--- config.mk ---
export PLATFORM = sky130hd
export DESIGN_NAME = cmp_timer
export DESIGN_NICKNAME = d
export VERILOG_FILES = /design/src/rtl/cmp_timer_pkg.sv /design/src/rtl/cmp_timer_prescale.sv /design/src/rtl/cmp_timer_count.sv /design/src/rtl/cmp_timer.sv
export SDC_FILE = /design/constraint.sdc
export NUM_CORES = 1
export LEC_CHECK = 0
export ABC_AREA = 1
export BUFFER_PORTS_ARGS = -buffer_cell sky130_fd_sc_hd__buf_4
export CAP_MARGIN = 20
export CELL_PAD_IN_SITES_DETAIL_PLACEMENT = 1
export CELL_PAD_IN_SITES_GLOBAL_PLACEMENT = 2
export CORE_MARGIN = 2
export CORE_UTILIZATION = 35
export CTS_CLUSTER_DIAMETER = 40
export DETAILED_ROUTE_END_ITERATION = 8
export PLACE_DENSITY = 0.86
export SYNTH_ARGS = -nofsm -noshare
export SYNTH_HDL_FRONTEND = slang
export SYNTH_SLANG_ARGS = --single-unit
--- constraint.sdc ---
create_clock -name clk_i -period 2.78 [get_ports clk_i]
set_input_delay 0.278 -clock clk_i [delete_from_list [all_inputs] [get_ports clk_i]]
set_output_delay 0.278 -clock clk_i [all_outputs]
set_load 0.01 [all_outputs]
--- src/rtl/cmp_timer_pkg.sv ---
package cmp_timer_pkg;
  localparam int unsigned ADDR_CTRL = 0;
  localparam int unsigned ADDR_PRE  = 1;
  localparam int unsigned ADDR_STAT = 2;
  localparam int unsigned ADDR_IEN  = 3;
  localparam int unsigned ADDR_CMP0 = 4;
  localparam int unsigned ADDR_CMP1 = 5;
  localparam int unsigned ADDR_CMP2 = 6;
  localparam int unsigned ADDR_CAP0 = 7;
  localparam int unsigned ADDR_CAP1 = 8;
  localparam int unsigned ADDR_CNT  = 9;

  localparam int unsigned CMP_NUM = 3;
  localparam int unsigned FLAG_W  = 6;

  localparam int unsigned CTRL_EN      = 0;
  localparam int unsigned CTRL_ENMOD   = 1;
  localparam int unsigned CTRL_SRC_LSB = 6;
  localparam int unsigned CTRL_FREE    = 9;
  localparam int unsigned CTRL_SWR     = 15;

  localparam logic [31:0] CTRL_DROP_MASK = 32'h0000_7C14;
  localparam logic [31:0] CTRL_KEEP_MASK = 32'h0000_01FF;
endpackage

--- src/rtl/cmp_timer_prescale.sv ---
module cmp_timer_prescale #(
  parameter int unsigned PRE_W = 12
) (
  input  logic             clk_i,
  input  logic             rst_ni,
  input  logic             en_i,
  input  logic             tick_i,
  input  logic             clr_i,
  input  logic [PRE_W-1:0] div_i,
  output logic             step_o
);
  logic [PRE_W-1:0] pc_q;
  logic             last;

  assign last   = (pc_q == div_i);
  assign step_o = en_i & tick_i & last;

  always_ff @(posedge clk_i or negedge rst_ni) begin
    if (!rst_ni)               pc_q <= '0;
    else if (clr_i || !en_i)   pc_q <= '0;
    else if (tick_i)           pc_q <= last ? '0 : pc_q + 1'b1;
  end

  // the phase counter never passes the divide value
  p_pc_in_range_r2: assert property (@(posedge clk_i) disable iff (!rst_ni)
    pc_q <= div_i);

  // a tick short of the divide value advances the phase without a step
  p_pc_advance_r2: assert property (@(posedge clk_i) disable iff (!rst_ni)
    (en_i && tick_i && !clr_i && !last) |=> (pc_q == $past(pc_q) + 1'b1));
endmodule

--- src/rtl/cmp_timer_count.sv ---
module cmp_timer_count #(
  parameter int unsigned CNT_W   = 32,
  parameter int unsigned CMP_NUM = 3
) (
  input  logic                            clk_i,
  input  logic                            rst_ni,
  input  logic                            step_i,
  input  logic                            clear_i,
  input  logic                            free_i,
  input  logic [CMP_NUM-1:0][CNT_W-1:0]   cmp_i,
  output logic [CNT_W-1:0]                cnt_o,
  output logic [CMP_NUM-1:0]              hit_o,
  output logic                            roll_o
);
  localparam logic [CNT_W-1:0] CNT_MAX = {CNT_W{1'b1}};

  logic [CNT_W-1:0] cnt_q, cnt_nxt;
  logic             at_max, period_end;

  assign at_max     = (cnt_q == CNT_MAX);
  assign period_end = !free_i && (cnt_q == cmp_i[0]);
  assign cnt_nxt    = (period_end || at_max) ? '0 : cnt_q + 1'b1;
  assign roll_o     = step_i && at_max && !period_end;

  for (genvar k = 0; k < CMP_NUM; k++) begin : g_hit
    assign hit_o[k] = step_i && (cnt_nxt == cmp_i[k]);
  end

  always_ff @(posedge clk_i or negedge rst_ni) begin
    if (!rst_ni)      cnt_q <= '0;
    else if (clear_i) cnt_q <= '0;
    else if (step_i)  cnt_q <= cnt_nxt;
  end

  assign cnt_o = cnt_q;

  // no step, no clear -> count frozen
  p_hold_r10: assert property (@(posedge clk_i) disable iff (!rst_ni)
    (!step_i && !clear_i) |=> $stable(cnt_q));

  // restart mode period end returns to zero
  p_period_wrap_r6: assert property (@(posedge clk_i) disable iff (!rst_ni)
    (step_i && !free_i && cnt_q == cmp_i[0]) |=> (cnt_q == '0));

  // free-run wrap from the top of the range
  p_roll_r7: assert property (@(posedge clk_i) disable iff (!rst_ni)
    (step_i && free_i && at_max) |=> (cnt_q == '0));

  // ordinary step increments
  p_inc_r8: assert property (@(posedge clk_i) disable iff (!rst_ni)
    (step_i && !clear_i && !at_max && !(!free_i && cnt_q == cmp_i[0]))
      |=> (cnt_q == $past(cnt_q) + 1'b1));
endmodule

--- src/rtl/cmp_timer.sv ---
module cmp_timer
  import cmp_timer_pkg::*;
#(
  parameter int unsigned CNT_W  = 32,
  parameter int unsigned PRE_W  = 12,
  parameter int unsigned SRC_W  = 3,
  parameter int unsigned ADDR_W = 4
) (
  input  logic                    clk_i,
  input  logic                    rst_ni,
  input  logic                    req_i,
  input  logic                    we_i,
  input  logic [ADDR_W-1:0]       addr_i,
  input  logic [31:0]             wdata_i,
  output logic [31:0]             rdata_o,
  input  logic [(1<<SRC_W)-1:0]   src_tick_i,
  output logic                    irq_o
);
  logic [31:0]                      ctrl_q;
  logic [PRE_W-1:0]                 pre_q;
  logic [FLAG_W-1:0]                stat_q, ien_q, stat_clr, stat_set;
  logic [CMP_NUM-1:0][CNT_W-1:0]    cmp_q;
  logic [CNT_W-1:0]                 cnt;
  logic [CMP_NUM-1:0]               hit;
  logic                             roll;

  logic wr, wr_ctrl, wr_pre, wr_stat, wr_ien, swr;
  logic [CMP_NUM-1:0] wr_cmp;
  logic en, free, tick_sel, step, en_restart, cnt_clr;
  logic [SRC_W-1:0] src;

  assign wr      = req_i & we_i;
  assign wr_ctrl = wr && (addr_i == ADDR_W'(ADDR_CTRL));
  assign wr_pre  = wr && (addr_i == ADDR_W'(ADDR_PRE));
  assign wr_stat = wr && (addr_i == ADDR_W'(ADDR_STAT));
  assign wr_ien  = wr && (addr_i == ADDR_W'(ADDR_IEN));
  assign swr     = wr_ctrl & wdata_i[CTRL_SWR];

  for (genvar k = 0; k < CMP_NUM; k++) begin : g_cmp
    assign wr_cmp[k] = wr && (addr_i == ADDR_W'(ADDR_CMP0 + k));
    always_ff @(posedge clk_i or negedge rst_ni) begin
      if (!rst_ni)        cmp_q[k] <= '1;
      else if (swr)       cmp_q[k] <= '1;
      else if (wr_cmp[k]) cmp_q[k] <= wdata_i[CNT_W-1:0];
    end
  end

  assign en   = ctrl_q[CTRL_EN];
  assign free = ctrl_q[CTRL_FREE];
  assign src  = ctrl_q[CTRL_SRC_LSB +: SRC_W];
  assign tick_sel = (src != '0) && src_tick_i[src];

  assign en_restart = wr_ctrl && !swr && !en &&
                      wdata_i[CTRL_EN] && wdata_i[CTRL_ENMOD];
  assign cnt_clr    = swr | en_restart | (wr_cmp[0] & ~free);

  cmp_timer_prescale #(.PRE_W(PRE_W)) i_prescale (
    .clk_i  (clk_i),
    .rst_ni (rst_ni),
    .en_i   (en),
    .tick_i (tick_sel),
    .clr_i  (wr_pre | swr),
    .div_i  (pre_q),
    .step_o (step)
  );

  cmp_timer_count #(.CNT_W(CNT_W), .CMP_NUM(CMP_NUM)) i_count (
    .clk_i   (clk_i),
    .rst_ni  (rst_ni),
    .step_i  (step),
    .clear_i (cnt_clr),
    .free_i  (free),
    .cmp_i   (cmp_q),
    .cnt_o   (cnt),
    .hit_o   (hit),
    .roll_o  (roll)
  );

  always_ff @(posedge clk_i or negedge rst_ni) begin
    if (!rst_ni)      ctrl_q <= '0;
    else if (swr)     ctrl_q <= (wdata_i & ~CTRL_DROP_MASK & CTRL_KEEP_MASK) |
                                (32'd1 << CTRL_SWR);
    else if (wr_ctrl) ctrl_q <= wdata_i & ~CTRL_DROP_MASK;
    else              ctrl_q[CTRL_SWR] <= 1'b0;
  end

  always_ff @(posedge clk_i or negedge rst_ni) begin
    if (!rst_ni)     pre_q <= '0;
    else if (swr)    pre_q <= '0;
    else if (wr_pre) pre_q <= wdata_i[PRE_W-1:0];
  end

  // hardware set wins over a same-cycle clear
  assign stat_clr = wr_stat ? wdata_i[FLAG_W-1:0] : '0;
  assign stat_set = {roll, 2'b00, hit};

  always_ff @(posedge clk_i or negedge rst_ni) begin
    if (!rst_ni)   stat_q <= '0;
    else if (swr)  stat_q <= '0;
    else           stat_q <= (stat_q & ~stat_clr) | stat_set;
  end

  always_ff @(posedge clk_i or negedge rst_ni) begin
    if (!rst_ni)     ien_q <= '0;
    else if (swr)    ien_q <= '0;
    else if (wr_ien) ien_q <= wdata_i[FLAG_W-1:0];
  end

  always_comb begin
    rdata_o = '0;
    case (addr_i)
      ADDR_W'(ADDR_CTRL): rdata_o = ctrl_q;
      ADDR_W'(ADDR_PRE):  rdata_o = 32'(pre_q);
      ADDR_W'(ADDR_STAT): rdata_o = 32'(stat_q);
      ADDR_W'(ADDR_IEN):  rdata_o = 32'(ien_q);
      ADDR_W'(ADDR_CMP0): rdata_o = 32'(cmp_q[0]);
      ADDR_W'(ADDR_CMP1): rdata_o = 32'(cmp_q[1]);
      ADDR_W'(ADDR_CMP2): rdata_o = 32'(cmp_q[2]);
      ADDR_W'(ADDR_CNT):  rdata_o = 32'(cnt);
      default:            rdata_o = '0;
    endcase
  end

  assign irq_o = en && ((stat_q & ien_q) != '0);

  // a clear with no coincident event leaves the written bits at 0
  p_w1c_r4: assert property (@(posedge clk_i) disable iff (!rst_ni)
    (wr_stat && stat_set == '0) |=> ((stat_q & $past(wdata_i[FLAG_W-1:0])) == '0));

  // software reset bit drops after one cycle
  p_swr_self_clear_r12: assert property (@(posedge clk_i) disable iff (!rst_ni)
    (ctrl_q[CTRL_SWR] && !swr) |=> !ctrl_q[CTRL_SWR]);

  // compare-1 write in restart mode zeroes the count
  p_cmp1_restart_r9: assert property (@(posedge clk_i) disable iff (!rst_ni)
    (wr_cmp[0] && !free) |=> (cnt == '0));

  // software reset restores compare registers
  p_swr_cmp_r12: assert property (@(posedge clk_i) disable iff (!rst_ni)
    swr |=> (cmp_q[1] == '1 && stat_q == '0 && ien_q == '0));
endmodule

==> impl_metrics.csv <==
group,metric,value,unit
run_status,status,"finished, violations left",
run_status,failed_checks,"setup timing",
timing,max_slew_headroom_at_the_worst_pin,0.400,
route,route.detailed.drc,0,
timing,timing.fmax,339,MHz
placement,placed_area,14500,µm²
setup_path,setup.worst_path.class,"reg -> reg",
route,detail_route.iter0.violations,1314,
floorplan,area_of_the_die,35900,µm²
floorplan,fp.coreArea,33700,µm²
yosys,synth_largest_area_cell,"sky130_fd_sc_hd__dfstp_2",
global_routing,number_of_antenna_violations_at_the_first_check_in_global_routing,3,
timing,finalHoldViolCount,0,
timing,hold_slack,38.9,ps
route,postRouteWirelength,57400,µm
yosys,syn_inst,1705,
timing,fin_tns_setup,-380,ps
yosys,synth.ff_latch_count,189,
timing,max_clock_skew,16.7,ps
clocking,cts_inserted_buffers,17,
yosys,netlist_top_cells_area,"sky130_fd_sc_hd__dfstp_2 (21%), sky130_fd_sc_hd__dfrtp_1 (19%), sky130_fd_sc_hd__nand2_1 (16%)",
timing,period_needed,2950,ps
route,detailroute.via_count,13529,
timing,tightest_slew,900,ps
setup_path,worst_ep_required_time,3180,ps
timing,rsz0062_at_grt,"yes",
route,number_of_routed_nets_with_antenna_violations,0,
clocking,tritoncts,"done",
yosys,synth-warning-count,0,
cells_and_area,instances_no_fill,2404,
route,route.detailed.wl_per_inst,23.9,µm
route,route.detailed.vias_per_inst,5.63,
setup_path,start_kind,"flip-flop",
yosys,synth_top_area_frac,0.210,
cells_and_area,area_growth_syn_to_layout,30.0,%
clocking,clock_sinks,189,
clocking,ctsHtreeMaxLevel,4,
yosys,ys_seq_area_frac,0.403,
global_routing,via_count_of_the_first_global_routing_pass,13882,
setup_path,crit_path_max_fanout,8,
global_routing,grt_first_pass_wirelength,85800,µm
placement,dp_hpwl,43400,µm
placement,dp_worst_setup_slack,-441,ps
clocking,cts_max_path_bufs,2,
global_routing,track_usage,0.322,
setup_path,cp_common_cell,"sky130_fd_sc_hd__nand2_1",
placement,numPlacedInstances,2355,
yosys,synthesis.area_per_instance,7.06,µm²
power,power,15.0,mW
clocking,root_buffer,"sky130_fd_sc_hd__clkbuf_16",
yosys,post_synth_instance_area,12000,µm²
yosys,synth_cell_types,42,
floorplan,top_level_ports,81,
floorplan,die_h,189,µm
setup_path,ff2ff_path_depth,17,
setup_path,worstPathArrival,3350,ps
timing,setup-violations-final,3,
worst_hold_path,hold_path_depth,3,
timing,timing.final.max_slew_violations,0,
floorplan,die-width,189,µm
placement,gp_congestion,0.966,
setup_path,crit_chain,"buf_4 > xnor2_1 > nand3_2 > nor2_4 > nand3_4 > buf_12 > buf_12 > buf_8 > nand4_1 > nand2_1 > inv_1 > nand2_1 > nor2_2 > nand2_1 > nor2_2 > nand3_2 > a21oi_2",
cells_and_area,post-route-cell-area,15700,µm²
setup_path,critPathCaptureType,"flip-flop",
placement,placement.io_buffers,79,
setup_path,slowest_stage,"sky130_fd_sc_hd__dfrtp_1",
job,timing.max_cap.violations,0,
global_routing,grt_start_max_net_pins,60,
timing,timing.final.crit_share,1.06,
global_routing,globalRoute.totalOverflow,0,
power,static-leakage-power,7.70,nW
route,drt-pass1-iter-count,6,
worst_hold_path,hold_path.class,"in -> reg",
cells_and_area,final_nets,1992,
floorplan,core.rowCount,67,
yosys,synth_nets,1755,
cells_and_area,drive_above_1_share,0.262,
power,power.ir.vdd_worst,0.594,mV
clocking,cts.reportedPaths.clkPinSlew,80,ps
timing,slack_of_the_critical_path,-168,ps
power,power.density,961,nW/µm²
floorplan,effective_utilization_at_floorplan,0.357,
setup_path,crit_path_max_incr_delay,420,ps
cells_and_area,finalCoreUtilization,0.464,
clocking,worst_skew_pair.late_latency,470,ps
[placed cells by master, fill, tap and decap left out, drive strengths merged, types with 10 or more instances in the layout]
cell type  netlist  layout
a21oi           38      38
a221oi          20      20
a31oi           11      11
buf             27     285
clkbuf          44      24
dfrtp           93      93
dfstp           96      96
inv            257     260
nand2          498     498
nand3           64      64
nand4           80      80
nor2           138     138
nor3            16      16
o21ai          160     160
o221ai          23      23
o22ai           75      75
xnor2           10      10
xor2            35      35
[registers in the layout (all words and copies together), names as in the netlist]
signal           cells
cmp_q               96
ctrl_q              25
i_count.cnt_o       32
i_prescale.pc_q     12
ien_q                6
pre_q               12
stat_q               6
[cell usage after synthesis]
library cell	number
sky130_fd_sc_hd__a21oi_1	38
sky130_fd_sc_hd__a221oi_1	20
sky130_fd_sc_hd__a22o_1	3
sky130_fd_sc_hd__a31o_2	1
sky130_fd_sc_hd__a31oi_1	11
sky130_fd_sc_hd__a41oi_1	1
sky130_fd_sc_hd__and2_1	1
sky130_fd_sc_hd__and3_1	1
sky130_fd_sc_hd__buf_1	5
sky130_fd_sc_hd__buf_2	15
sky130_fd_sc_hd__buf_4	1
sky130_fd_sc_hd__buf_6	6
sky130_fd_sc_hd__clkbuf_1	44
sky130_fd_sc_hd__dfrtp_1	93
sky130_fd_sc_hd__dfstp_2	96
sky130_fd_sc_hd__ha_1	2
sky130_fd_sc_hd__inv_1	253
sky130_fd_sc_hd__inv_2	4
sky130_fd_sc_hd__nand2_1	497
sky130_fd_sc_hd__nand2_2	1
sky130_fd_sc_hd__nand3_1	50
sky130_fd_sc_hd__nand3_2	13
sky130_fd_sc_hd__nand3_4	1
sky130_fd_sc_hd__nand3b_1	1
sky130_fd_sc_hd__nand4_1	80
sky130_fd_sc_hd__nor2_1	129
sky130_fd_sc_hd__nor2_2	6
sky130_fd_sc_hd__nor2_4	3
sky130_fd_sc_hd__nor3_1	12
sky130_fd_sc_hd__nor3_2	4
sky130_fd_sc_hd__nor4_1	3
sky130_fd_sc_hd__o2111ai_1	1
sky130_fd_sc_hd__o211ai_1	1
sky130_fd_sc_hd__o21a_1	1
sky130_fd_sc_hd__o21ai_0	157
sky130_fd_sc_hd__o21ai_1	2
sky130_fd_sc_hd__o21ai_2	1
sky130_fd_sc_hd__o221ai_1	23
sky130_fd_sc_hd__o22ai_1	75
sky130_fd_sc_hd__or2_2	4
sky130_fd_sc_hd__xnor2_1	10
sky130_fd_sc_hd__xor2_1	35
[routing by layer]
layer | GRT usage | vias to the layer above | wire [µm]
met5 | 0 | - | 21
met4 | 0.146 | 4 | 2570
met3 | 0.0751 | 128 | 4580
met2 | 0.496 | 521 | 25200
met1 | 0.431 | 6768 | 25000
li1 | - | 6108 | -
[final timing paths]
kind | start | endpoint | slack, ps
worst max-delay path | i_count.cnt_o[12] | stat_q[2] | -170
worst min-delay path | wdata_i[6] | ctrl_q[6] | 40
max in group asynchronous | rst_ni | cmp_q[78] | 1640
worst max register to register | i_count.cnt_o[12] | stat_q[2] | -170
worst min register to register | ctrl_q[5] | ctrl_q[5] | 510
min in group asynchronous | rst_ni | ctrl_q[22] | 360
[critical path: cells and delay by family (launching register included)]
kind	cells	cell delay, ps
compound gates	1	140
xor+xnor	1	360
buf+inv	5	650
flops	1	420
simple gates	10	1300
[layout make-up]
class	instances	area, µm²
inverter	257	965
sequential	189	4850
clock inverter	9	164
antenna	1	2.50
timing repair buffer	289	2460
multi-input combinational	1188	6120
tap	448	561
clock buffer	23	520
fill	4288	18000
[kinds of logic after synthesis]
group / Yosys count / synth area share
compound gates: 335 / 0.164
xor+xnor: 45 / 0.0328
fa+ha+maj: 2 / 0.00208
buf+inv: 328 / 0.108
flops: 189 / 0.403
simple gates: 806 / 0.290
[power breakdown]
group / internal [mW] / total (mW) / switching, mW
clock: 1.70 / 2.93 / 1.23
sequential: 3.84 / 4.66 / 0.821
combinational: 2.90 / 7.45 / 4.55
total: 8.44 / 15.0 / 6.60
[timing repair]
action,4_1_cts,5_1_grt
gates cloned,4,0
endpoints found under the setup margin,3,3
hold buffers,1,0
gates resized for setup,44,28
hold endpoints to repair,26,0
buffers inserted,8,4
pin swaps,11,25
Power figures use the tool's default switching activity.
